File: src/rtl/fp8w_pkg.sv
package fp8w_pkg;

   localparam int MODE_W       = 32;
   localparam int FMT_W        = 3;
   localparam int SCL_FIELD_W  = 8;
   localparam int FMT0_LSB     = 0;
   localparam int FMT1_LSB     = 3;
   localparam int SCL0_LSB     = 8;
   localparam int SCL1_LSB     = 16;

   localparam logic [FMT_W-1:0] FMT_E5M2 = 3'd0;
   localparam logic [FMT_W-1:0] FMT_E4M3 = 3'd1;

   localparam logic [15:0] BF16_DNAN = 16'h7FC0;

   localparam int FLG_W   = 5;
   localparam int FLG_INV = 0;

   typedef enum logic [2:0] {
      K_ZERO,
      K_NORM,
      K_INF,
      K_QNAN,
      K_SNAN
   } kind_e;

   typedef struct packed {
      kind_e      kind;
      logic       sgn;
      logic [7:0] bexp;   // BF16-biased exponent before scaling
      logic [6:0] frac;
   } parts_t;

   function automatic parts_t dec_e5m2(input logic [7:0] b);
      parts_t p;
      p.sgn  = b[7];
      p.kind = K_ZERO;
      p.bexp = '0;
      p.frac = '0;
      if (b[6:2] == 5'h1F) begin
         if (b[1:0] == 2'b00)  p.kind = K_INF;
         else if (b[1])        p.kind = K_QNAN;
         else                  p.kind = K_SNAN;
      end else if (b[6:2] != 5'h00) begin
         p.kind = K_NORM;
         p.bexp = {3'b000, b[6:2]} + 8'd112;
         p.frac = {b[1:0], 5'b00000};
      end else if (b[1]) begin
         p.kind = K_NORM;
         p.bexp = 8'd112;
         p.frac = {b[0], 6'b000000};
      end else if (b[0]) begin
         p.kind = K_NORM;
         p.bexp = 8'd111;
      end
      return p;
   endfunction

   function automatic parts_t dec_e4m3(input logic [7:0] b);
      parts_t p;
      p.sgn  = b[7];
      p.kind = K_ZERO;
      p.bexp = '0;
      p.frac = '0;
      if (b[6:0] == 7'h7F) begin
         p.kind = K_QNAN;
      end else if (b[6:3] != 4'h0) begin
         p.kind = K_NORM;
         p.bexp = {4'b0000, b[6:3]} + 8'd120;
         p.frac = {b[2:0], 4'b0000};
      end else if (b[2]) begin
         p.kind = K_NORM;
         p.bexp = 8'd120;
         p.frac = {b[1:0], 5'b00000};
      end else if (b[1]) begin
         p.kind = K_NORM;
         p.bexp = 8'd119;
         p.frac = {b[0], 6'b000000};
      end else if (b[0]) begin
         p.kind = K_NORM;
         p.bexp = 8'd118;
      end
      return p;
   endfunction

endpackage

File: src/rtl/fp8w_cfg_sel.sv
module fp8w_cfg_sel
   import fp8w_pkg::*;
#(
   parameter int SCALE_W = 6
) (
   input  logic [MODE_W-1:0]  mode_cfg_i,
   input  logic               slot_i,
   output logic               fmt_ok_o,
   output logic               is_e4m3_o,
   output logic [SCALE_W-1:0] k_o
);

   logic [FMT_W-1:0]       fmt;
   logic [SCL_FIELD_W-1:0] sfield;

   assign fmt    = slot_i ? mode_cfg_i[FMT1_LSB +: FMT_W]
                          : mode_cfg_i[FMT0_LSB +: FMT_W];
   assign sfield = slot_i ? mode_cfg_i[SCL1_LSB +: SCL_FIELD_W]
                          : mode_cfg_i[SCL0_LSB +: SCL_FIELD_W];

   assign fmt_ok_o  = (fmt == FMT_E5M2) || (fmt == FMT_E4M3);
   assign is_e4m3_o = (fmt == FMT_E4M3);
   assign k_o       = sfield[SCALE_W-1:0];

   // Bits outside the two slots, and scale bits above SCALE_W, carry no meaning.
   logic unused_gap;
   assign unused_gap = ^{mode_cfg_i[SCL0_LSB-1:FMT1_LSB+FMT_W],
                         mode_cfg_i[MODE_W-1:SCL1_LSB+SCL_FIELD_W]};

   if (SCALE_W < SCL_FIELD_W) begin : g_scale_hi
      logic unused_scale_hi;
      assign unused_scale_hi = ^sfield[SCL_FIELD_W-1:SCALE_W];
   end

endmodule

File: src/rtl/fp8w_lane.sv
module fp8w_lane
   import fp8w_pkg::*;
#(
   parameter int SCALE_W = 6
) (
   input  logic [7:0]         byte_i,
   input  logic               is_e4m3_i,
   input  logic [SCALE_W-1:0] k_i,
   output logic [15:0]        res_o,
   output logic               snan_o
);

   parts_t     p;
   logic [7:0] sexp;

   always_comb begin
      p = is_e4m3_i ? dec_e4m3(byte_i) : dec_e5m2(byte_i);
   end

   // Lowest reachable exponent stays well above the BF16 normal limit.
   assign sexp = p.bexp - {{(8-SCALE_W){1'b0}}, k_i};

   always_comb begin
      case (p.kind)
         K_NORM:  res_o = {p.sgn, sexp, p.frac};
         K_INF:   res_o = {p.sgn, 8'hFF, 7'h00};
         K_QNAN,
         K_SNAN:  res_o = BF16_DNAN;
         default: res_o = {p.sgn, 15'h0000};
      endcase
   end

   assign snan_o = (p.kind == K_SNAN);

endmodule

File: src/rtl/fp8w_widen.sv
module fp8w_widen
   import fp8w_pkg::*;
#(
   parameter int LANES   = 8,
   parameter int DEST_W  = 256,
   parameter int SCALE_W = 6,
   localparam int SRC_W  = 2 * LANES * 8,
   localparam int RES_W  = LANES * 16
) (
   input  logic              clk,
   input  logic              rst_n,
   input  logic              in_valid,
   output logic              in_ready,
   input  logic [SRC_W-1:0]  src_vec,
   input  logic              hi_half,
   input  logic              slot_sel,
   input  logic [MODE_W-1:0] mode_cfg,
   input  logic              mode_access_en,
   input  logic              out_ready,
   output logic              out_valid,
   output logic [DEST_W-1:0] out_data,
   output logic [FLG_W-1:0]  out_flags,
   output logic              out_undef,
   output logic [FLG_W-1:0]  sticky_flags
);

   if (SCALE_W < 1 || SCALE_W > 6) begin : g_bad_scale
      $error("SCALE_W must lie in 1..6 to keep every result exact");
   end
   if (DEST_W < RES_W) begin : g_bad_dest
      $error("DEST_W must hold all lanes");
   end

   logic               fmt_ok;
   logic               is_e4m3;
   logic [SCALE_W-1:0] k;
   logic [RES_W-1:0]   lane_res;
   logic [LANES-1:0]   lane_snan;
   logic [RES_W-1:0]   nxt_res;
   logic [FLG_W-1:0]   nxt_flg;
   logic [RES_W-1:0]   res_q;
   logic               accept;

   fp8w_cfg_sel #(.SCALE_W(SCALE_W)) u_cfg (
      .mode_cfg_i (mode_cfg),
      .slot_i     (slot_sel),
      .fmt_ok_o   (fmt_ok),
      .is_e4m3_o  (is_e4m3),
      .k_o        (k)
   );

   for (genvar i = 0; i < LANES; i++) begin : g_lane
      logic [7:0] b;
      assign b = hi_half ? src_vec[(LANES+i)*8 +: 8] : src_vec[i*8 +: 8];
      fp8w_lane #(.SCALE_W(SCALE_W)) u_lane (
         .byte_i    (b),
         .is_e4m3_i (is_e4m3),
         .k_i       (k),
         .res_o     (lane_res[i*16 +: 16]),
         .snan_o    (lane_snan[i])
      );
   end

   always_comb begin
      nxt_flg = '0;
      if (fmt_ok) begin
         nxt_res          = lane_res;
         nxt_flg[FLG_INV] = |lane_snan;
      end else begin
         nxt_res          = {LANES{BF16_DNAN}};
         nxt_flg[FLG_INV] = 1'b1;
      end
   end

   assign in_ready = !out_valid || out_ready;
   assign accept   = in_valid && in_ready;

   always_ff @(posedge clk or negedge rst_n) begin
      if (!rst_n) begin
         out_valid    <= 1'b0;
         res_q        <= '0;
         out_flags    <= '0;
         out_undef    <= 1'b0;
         sticky_flags <= '0;
      end else if (accept) begin
         out_valid <= 1'b1;
         if (mode_access_en) begin
            res_q        <= nxt_res;
            out_flags    <= nxt_flg;
            out_undef    <= 1'b0;
            sticky_flags <= sticky_flags | nxt_flg;
         end else begin
            res_q     <= '0;
            out_flags <= '0;
            out_undef <= 1'b1;
         end
      end else if (out_ready) begin
         out_valid <= 1'b0;
      end
   end

   if (DEST_W > RES_W) begin : g_pad
      assign out_data = {{(DEST_W-RES_W){1'b0}}, res_q};
   end else begin : g_nopad
      assign out_data = res_q;
   end

endmodule

File: config.mk
export PLATFORM = sky130hd
export DESIGN_NAME = fp8w_widen
export DESIGN_NICKNAME = d
export VERILOG_FILES = /design/src/rtl/fp8w_pkg.sv /design/src/rtl/fp8w_cfg_sel.sv /design/src/rtl/fp8w_lane.sv /design/src/rtl/fp8w_widen.sv
export SDC_FILE = /design/constraint.sdc
export NUM_CORES = 1
export LEC_CHECK = 0
export CAP_MARGIN = 20
export CORE_AREA = 5 5 166 168
export CTS_BUF_LIST = sky130_fd_sc_hd__clkbuf_8
export DETAILED_ROUTE_END_ITERATION = 8
export DIE_AREA = 0 0 171 173
export DONT_BUFFER_PORTS = 1
export GPL_ROUTABILITY_DRIVEN = 0
export PLACE_DENSITY = 0.61
export SKIP_LAST_GASP = 1
export SLEW_MARGIN = 20
export SYNTH_ARGS = -nofsm -noshare
export SYNTH_HDL_FRONTEND = slang
export SYNTH_SLANG_ARGS = --single-unit
File: constraint.sdc
create_clock -name clk -period 1.8 [get_ports clk]
set_input_delay 0.18 -clock clk [delete_from_list [all_inputs] [get_ports clk]]
set_output_delay 0.18 -clock clk [all_outputs]
set_load 0.005 [all_outputs]
==> summary.txt, run 1 <==
Cells and area
  • Finished Cell Area: 15,500 um2
  • Layout cells sized above 1: 0.386
  • Synth-to-layout area growth: 37.3%
  • Final #Nets: 1,944

Power
  • P_leak: ~7.0 nW
  • Power density cells: 577 nW/um2
  • Max IR drop VDD: 0.386 mV
  • Sw power: 3.36 mW
  • Switching part of the total power: 0.377
  • Reg power frac: 0.319
  • Final Power: around 8.9 mW
  • Int Power: 5.56 mW
  • Comb power frac: 0.492
  • Clock power frac: 0.189

Setup path
  • Critical path arrival: 3010 ps
  • Crit Path Class: input pin to flop
  • Worst setup SP type: input pin
  • Critical path endpoint category: flop
  • Max Fanout on Critical Path: 146
  • Worst endpoint required time: 2110 ps

Run status
  • Status: finished, violations left
  • Failing checks: negative hold slack, negative setup slack

Timing
  • Fmax: 370 MHz
  • Final Setup Violations: 61
  • RSZ-0062 raised after global routing: true
  • Tmin final: 2700 ps
  • Fin. Hold Viols: 100
  • Fin Hold WS: -544 ps
  • Max-slew headroom: 0.619
  • Fin worst setup slack: -901 ps
  • Crit share post-route: 1.50
  • Least-Margin Pin Slew: 566 ps
  • Worst Skew: between 20 and 25 ps
  • Fin. max-slew vios: 0
  • Setup TNS Final: -32,410 ps

Drt
  • DRT Wirelength: ~43,000 um
  • Drt drc: 0
  • Total number of vias: 11,700
  • Drt pass-1 iters: 5
  • Post-route ant nets: 0
  • Drt wl/cell: 21.0 um
  • Initial drt markers: a little over 900
  • Vias/cell: 5.70

Global routing
  • Vias in the first global route: 11,300
  • GRT Resource Usage Total: 0.266
  • First-pass GRT wire length: 62,800 um
  • GR Overflow Total: 0
  • Initial antenna violation count: 1
  • Largest net degree at the start of global routing: ~150

Clock tree
  • CTS tree: done
  • Post-CTS Hold Fix Bufs: 2
  • Clock root cell: clkbuf_8
  • Clock H-tree levels: 3
  • Clk_lat worst skew: about 400 ps
  • Clock Sinks: 100
  • Maximum clock path buffer count: 2
  • Clock transition at path regs: 120 ps
  • Inserted Clock Buffers: 9

Synth
  • Ys async rst share: 1.00
  • Synth warn: 0
  • Post-synthesis sequential area ratio: 0.222
  • Top post-synthesis cells by area: dfrtp_1, buf_4, ha_1
  • Synth Area per Inst: 8.07 um2
  • Unique masters post-synth: 90
  • Top-count cell post-synth: buf_4
  • Yosys top cell by area: dfrtp_1
  • Cell Area, Synth: approximately 11,000 um2
  • Post-Synth Simple-Gate Area: 0.180
  • Synth Instances: 1,396
  • Ys flop type: dfrtp_1
  • Post-synth EDFFs: 0
  • Main combinational cell family by area after synthesis: compound AO/OA/AOI/OAI gates
  • Adder-cell share of the synthesized area: 0.0853
  • Mux cell area share after synthesis: 0.0690
  • Top cell type's share of synthesized area: 0.222
  • Synthesized flop and latch total: 100
  • Post-synthesis compound-gate area fraction: 0.271
  • Top cells by count, synth: buf_4, nand2_1, a21oi_1
  • XOR/XNOR Fraction of Synth Area: 0.0218

Die
  • Rows: 59
  • Die Y: 173 um
  • Initial Util: 0.437
  • Die ar.: approximately 30,000 um2
  • Die W: 171 um
  • Io pins: ~440
  • Area of the core: 25,800 um2

Place
  • Area of placed instances: 13,600 um2
  • Port bufs: 0
  • Detailed Place HPWL: 32,000 um

Min path
  • Hold Path Class: input pin to asynchronous set/reset pin

Run
  • Max_cap viols: 0
## metal layers
layer / vias up / GRT usage / part of all wire
li1: 5371 / - / -
met1: 5530 / 0.342 / 0.39
met2: 629 / 0.424 / 0.46
met3: 122 / 0.0653 / 0.097
met4: 0 / 0.112 / 0.046
met5: - / 0 / 0
## cell families (layout without fill, tap and decap cells)
group                    after synthesis  in the layout
adder cells (fa/ha/maj)               72             72
flip-flops                           100            100
XOR/XNOR                              28             28
AO/OA/AOI/OAI                        450            450
multiplexers                          72             72
AND/OR/NAND/NOR                      418            418
buffers and inverters                255            401
other                                  1            169
## power by group through the flow
stage	registers, mW	logic (mW)	clock network, mW
4_1_cts	2.85	3.95	1.71
3_5_place_dp	2.90	3.53	0
2_1_floorplan	2.77	2.59	0
6_report	2.84	4.39	1.68
3_3_place_gp	2.89	3.46	0
5_1_grt	2.89	4.75	1.77
## critical path, stage by stage
cell	delay (ps)
nor3b_4	290
o22ai_4	180
nor2b_4	70
a221oi_4	350
buf_4	180
nor2b_4	120
a21oi_1	40
o21ai_1	90
ha_1	280
o21a_1	200
o31a_1	120
o21ai_1	120
nand2b_1	90
buf_4	140
xor2_1	130
nand2_1	70
a31oi_1	170
## registers in the layout (all words and copies together) (netlist names)
| signal | flops |
|---|---|
| out_flags | 1 |
| res_q | 96 |
| sticky_flags | 1 |
| out_valid | 1 |
| out_undef | 1 |
## through the flow
stage / instances / setup WS, ps / utilization
3_3_place_gp: 1965 / -1250 / 0.527
4_1_cts: 2024 / -765 / 0.575
5_1_grt: 2045 / -953 / 0.600
6_report: 2045 / -901 / 0.600
2_1_floorplan: 1563 / -1310 / -
3_5_place_dp: 1965 / -1290 / 0.527
## worst paths after layout
path / start / end / depth (start not counted) / slack [ps]
worst min register to register: sticky_flags[0] / sticky_flags[0] / 1 / 520
worst min-delay path: rst_n / res_q[103] / 0 / -540
max in group asynchronous: rst_n / res_q[52] / 0 / 2180
worst max-delay path: hi_half / res_q[124] / 17 / -900
min in group clk: src_vec[23] / res_q[47] / 2 / 30
worst max register to register: out_valid / res_q[62] / 6 / 20
## cells in the final DEF (no fill, tap or decap), drive strengths merged, types with 8 or more instances in the layout
| cell | Yosys | routed |
|---|---|---|
| o32ai | 10 | 10 |
| buf | 195 | 355 |
| conb | 1 | 168 |
| ha | 64 | 64 |
| o21a | 15 | 15 |
| clkbuf | 32 | 9 |
| o31ai | 11 | 11 |
| o211ai | 11 | 11 |
| mux2 | 29 | 29 |
| a31oi | 19 | 19 |
| nor2 | 88 | 88 |
| a221oi | 10 | 10 |
| a21o | 22 | 22 |
| nand3 | 17 | 17 |
| mux2i | 43 | 43 |
| nand2 | 142 | 142 |
| xnor2 | 17 | 17 |
| a22o | 19 | 19 |
| or2 | 9 | 9 |
| fa | 8 | 8 |
| a32o | 14 | 14 |
| nand4 | 13 | 13 |
| and2 | 10 | 10 |
| nor3b | 10 | 10 |
| nor3 | 31 | 31 |
| inv | 28 | 30 |
| dfrtp | 100 | 100 |
| a21oi | 121 | 121 |
| nand2b | 37 | 37 |
| nor2b | 37 | 37 |
| o21ai | 114 | 114 |
| o22ai | 15 | 15 |
| xor2 | 11 | 11 |
## layout make-up
cell class / count / area (um2)
Fill cell: 2229 / 10300
Multi-Input combinational cell: 1208 / 9180
Timing Repair Buffer: 358 / 3050
Sequential cell: 100 / 2500
Tap cell: 335 / 419
Clock buffer: 9 / 124
Inverter: 28 / 108
Clock inverter: 6 / 82.6
Antenna cell: 1 / 2.50
## timing repair
action,in CTS,in global routing
setup buffers,46,28
gates cloned,2,0
endpoints found under the hold margin,102,100
pin swaps,107,112
gates resized for setup,143,101
endpoints found under the setup margin,58,75
Power figures use the tool's default switching activity.
==> run 2: changes to the inputs <==
PLACE_DENSITY = 0.59   (was 0.61)
clock period = 3.4 ns   (was 1.8 ns; I/O delays follow)
==> run 2 against run 1 <==
The flow now finishes without violations. Sequential share of layout area increased by 5.3 points. Total power decreased by 55%. Die area unchanged. Critical path depth decreased by 2. Utilization decreased by 15 points. Global-route usage decreased by 1.9 points. Hold slack improved by 610 ps. Clock power decreased by 45%. Count of clock-buffer cells in the layout increased by 2. Critical endpoint is now res_q[110]. Largest cell class unchanged.
==> summary.txt, run 2 (synthesized netlist as in run 1, its figures left out) <==
Global routing
  • GR Overflow Total: 0
  • GRT Resource Usage Total: 0.247
  • Vias in the first global route: just under 10,000
  • First-pass GRT wire length: 57,700 um
  • Largest net degree at the start of global routing: 147
  • Initial antenna violation count: 0

Power
  • Reg power frac: 0.377
  • Clock power frac: 0.230
  • Comb power frac: 0.392
  • Max IR drop VDD: just under 0.2 mV
  • Int Power: approximately 2.5 mW
  • Power density cells: about 340 nW/um2
  • Switching part of the total power: 0.383
  • P_leak: 5.32 nW
  • Sw power: 1.53 mW
  • Final Power: between 3 and 4 mW

Timing
  • Final Setup Violations: 0
  • Max-slew headroom: 0.423
  • Fin Hold WS: between 60 and 70 ps
  • Tmin final: roughly 3100 ps
  • Fin. max-slew vios: 0
  • Setup TNS Final: 0 ps
  • RSZ-0062 raised after global routing: false
  • Fmax: ~320 MHz
  • Least-Margin Pin Slew: between 800 and 900 ps
  • Crit share post-route: 0.923
  • Worst Skew: 11.8 ps
  • Fin. Hold Viols: 0
  • Fin worst setup slack: 260 ps

Setup path
  • Worst endpoint required time: ~3700 ps
  • Critical path arrival: 3420 ps
  • Critical Path Slowest Stage Cell: a221oi_1
  • Bufs and invs on worst path: 1
  • Critical path endpoint category: flop
  • Max Fanout on Critical Path: 146
  • Worst setup SP type: input pin
  • Crit Path Class: input pin to flop
  • Crit path largest cell delay: about 440 ps
  • Delay-heaviest family, CP: compound AO/OA/AOI/OAI gates
  • Sequence of cells on the critical path: nor3b_1 > buf_4 > o22ai_4 > nor2_4 > a211oi_1 > a21oi_1 > o221ai_1 > ha_1 > o21a_1 > o31a_1 > o21ai_0 > nand2b_1 > a221oi_1 > o211ai_1 > o211a_1

Clock tree
  • Maximum clock path buffer count: 2
  • Clock H-tree levels: 3
  • Inserted Clock Buffers: 9
  • Clock root cell: clkbuf_8
  • CTS tree: done
  • Clock transition at path regs: 110 ps
  • Clk_lat worst skew: 380 ps
  • Clock Sinks: 100
  • Cts repair resizes: 0

Cells and area
  • Finished Layout Cells: 1,766
  • Layout cells sized above 1: 0.124
  • ANT cells: 0
  • Synth-to-layout area growth: 3.57%
  • Commonest non-fill, non-tap cells in the layout: conb_1, nand2_1, a21oi_1
  • Layout Utilization: 0.453
  • Max FFs per register: 96
  • Finished Cell Area: 11,700 um2
  • Fillcell total: 2,615
  • Commonest non-fill, non-tap cell in the layout: conb_1
  • Final #Nets: approximately 1,700
  • Top reg by flops: res_q

Drt
  • WL met3: ~3400 um
  • DRT Wirelength: 38,500 um
  • Vias/cell: 5.79
  • Met2 wire len: 18,200 um
  • Total number of vias: 10,200
  • Max Used Layer: met4
  • WL met1: 16,300 um
  • Initial drt markers: around 760
  • Drt drc: 0
  • Drt wl/cell: around 22 um
  • Drt pass-1 iters: 5
  • Post-route ant nets: 0

Die
  • Die ar.: 29,600 um2
  • Io pins: 436
  • Rows: 59
  • Die W: 171 um
  • Area of the core: 25,800 um2
  • Die Y: 173 um
  • Initial Util: 0.437

Run status
  • Status: finished clean

Place
  • Dpl cells: 1,748
  • Pre-CTS WS: -65.0 ps
  • Area of placed instances: 11,400 um2
  • Detailed Place HPWL: 29,800 um
  • Port bufs: 0

Min path
  • Hold Path Class: input pin to flop

Run
  • Max_cap viols: 0
run 2: cell count changes in the layout (fill, tap and decap cells not counted), moves of 13 or more:
| cell | delta |
|---|---|
| buf_12 | -13 |
| nor3_1 | +17 |
| ha_1 | +15 |
| a21oi_1 | +41 |
| buf_4 | -236 |
| nor2b_1 | +13 |
| o21ai_1 | -39 |
| a21oi_2 | -31 |
| nor2_1 | +13 |
| o21ai_0 | +51 |
| nor2b_4 | -13 |
| buf_6 | -27 |
run 2: timing repair:
| item | 4_1_cts | 5_1_grt |
|---|---|---|
| hold buffers | 2 | 0 |
| buffers inserted | 0 | 0 |
| endpoints found under the hold margin | 100 | 0 |
run 2: power by group through the flow:
stage                     clock network [mW]  registers, mW  logic, mW
final                                  0.920           1.51       1.57
after global routing                   0.997           1.53       1.75
after CTS                              0.966           1.52       1.55
after detailed placement                   0           1.54       1.51
after global placement                     0           1.54       1.49
after floorplan                            0           1.47       1.29
run 2: layout make-up:
cell class / count / area (um2) / area share
clock buffers: 11 / 151 / 0.0130
clock inverters: 5 / 82.6 / 0.00708
inverters: 28 / 105 / 0.00901
multi-input cells: 1208 / 7750 / 0.664
flip-flops and latches: 100 / 2500 / 0.215
well taps: 335 / 419 / 0.0359
repair buffers: 79 / 653 / 0.0560
run 2: path summary, 6_finish.rpt:
| path | startpoint | end | slack (ps) | depth (start not counted) |
|---|---|---|---|---|
| worst max-delay path | hi_half | res_q[110] | 260 | 15 |
| worst min-delay path | in_valid | out_valid | 70 | 1 |
| worst max register to register | out_valid | res_q[68] | 920 | 8 |
| worst min register to register | res_q[88] | res_q[88] | 520 | 2 |
| max in group asynchronous | rst_n | res_q[4] | 2400 | 2 |
| min in group asynchronous | rst_n | res_q[88] | 560 | 2 |
run 2: layer usage:
metal,track usage,up-vias
li1,-,4825
met2,0.411,514
met3,0.0564,34
met4,0.0545,0
met5,0,-
met1,0.326,4858
run 2: worst register-to-register path: cells and delay by family (launching register included):
| kind | cells | cell delay (ps) |
|---|---|---|
| compound gates | 1 | 470 |
| buf+inv | 2 | 490 |
| flops | 1 | 410 |
| simple gates | 5 | 990 |
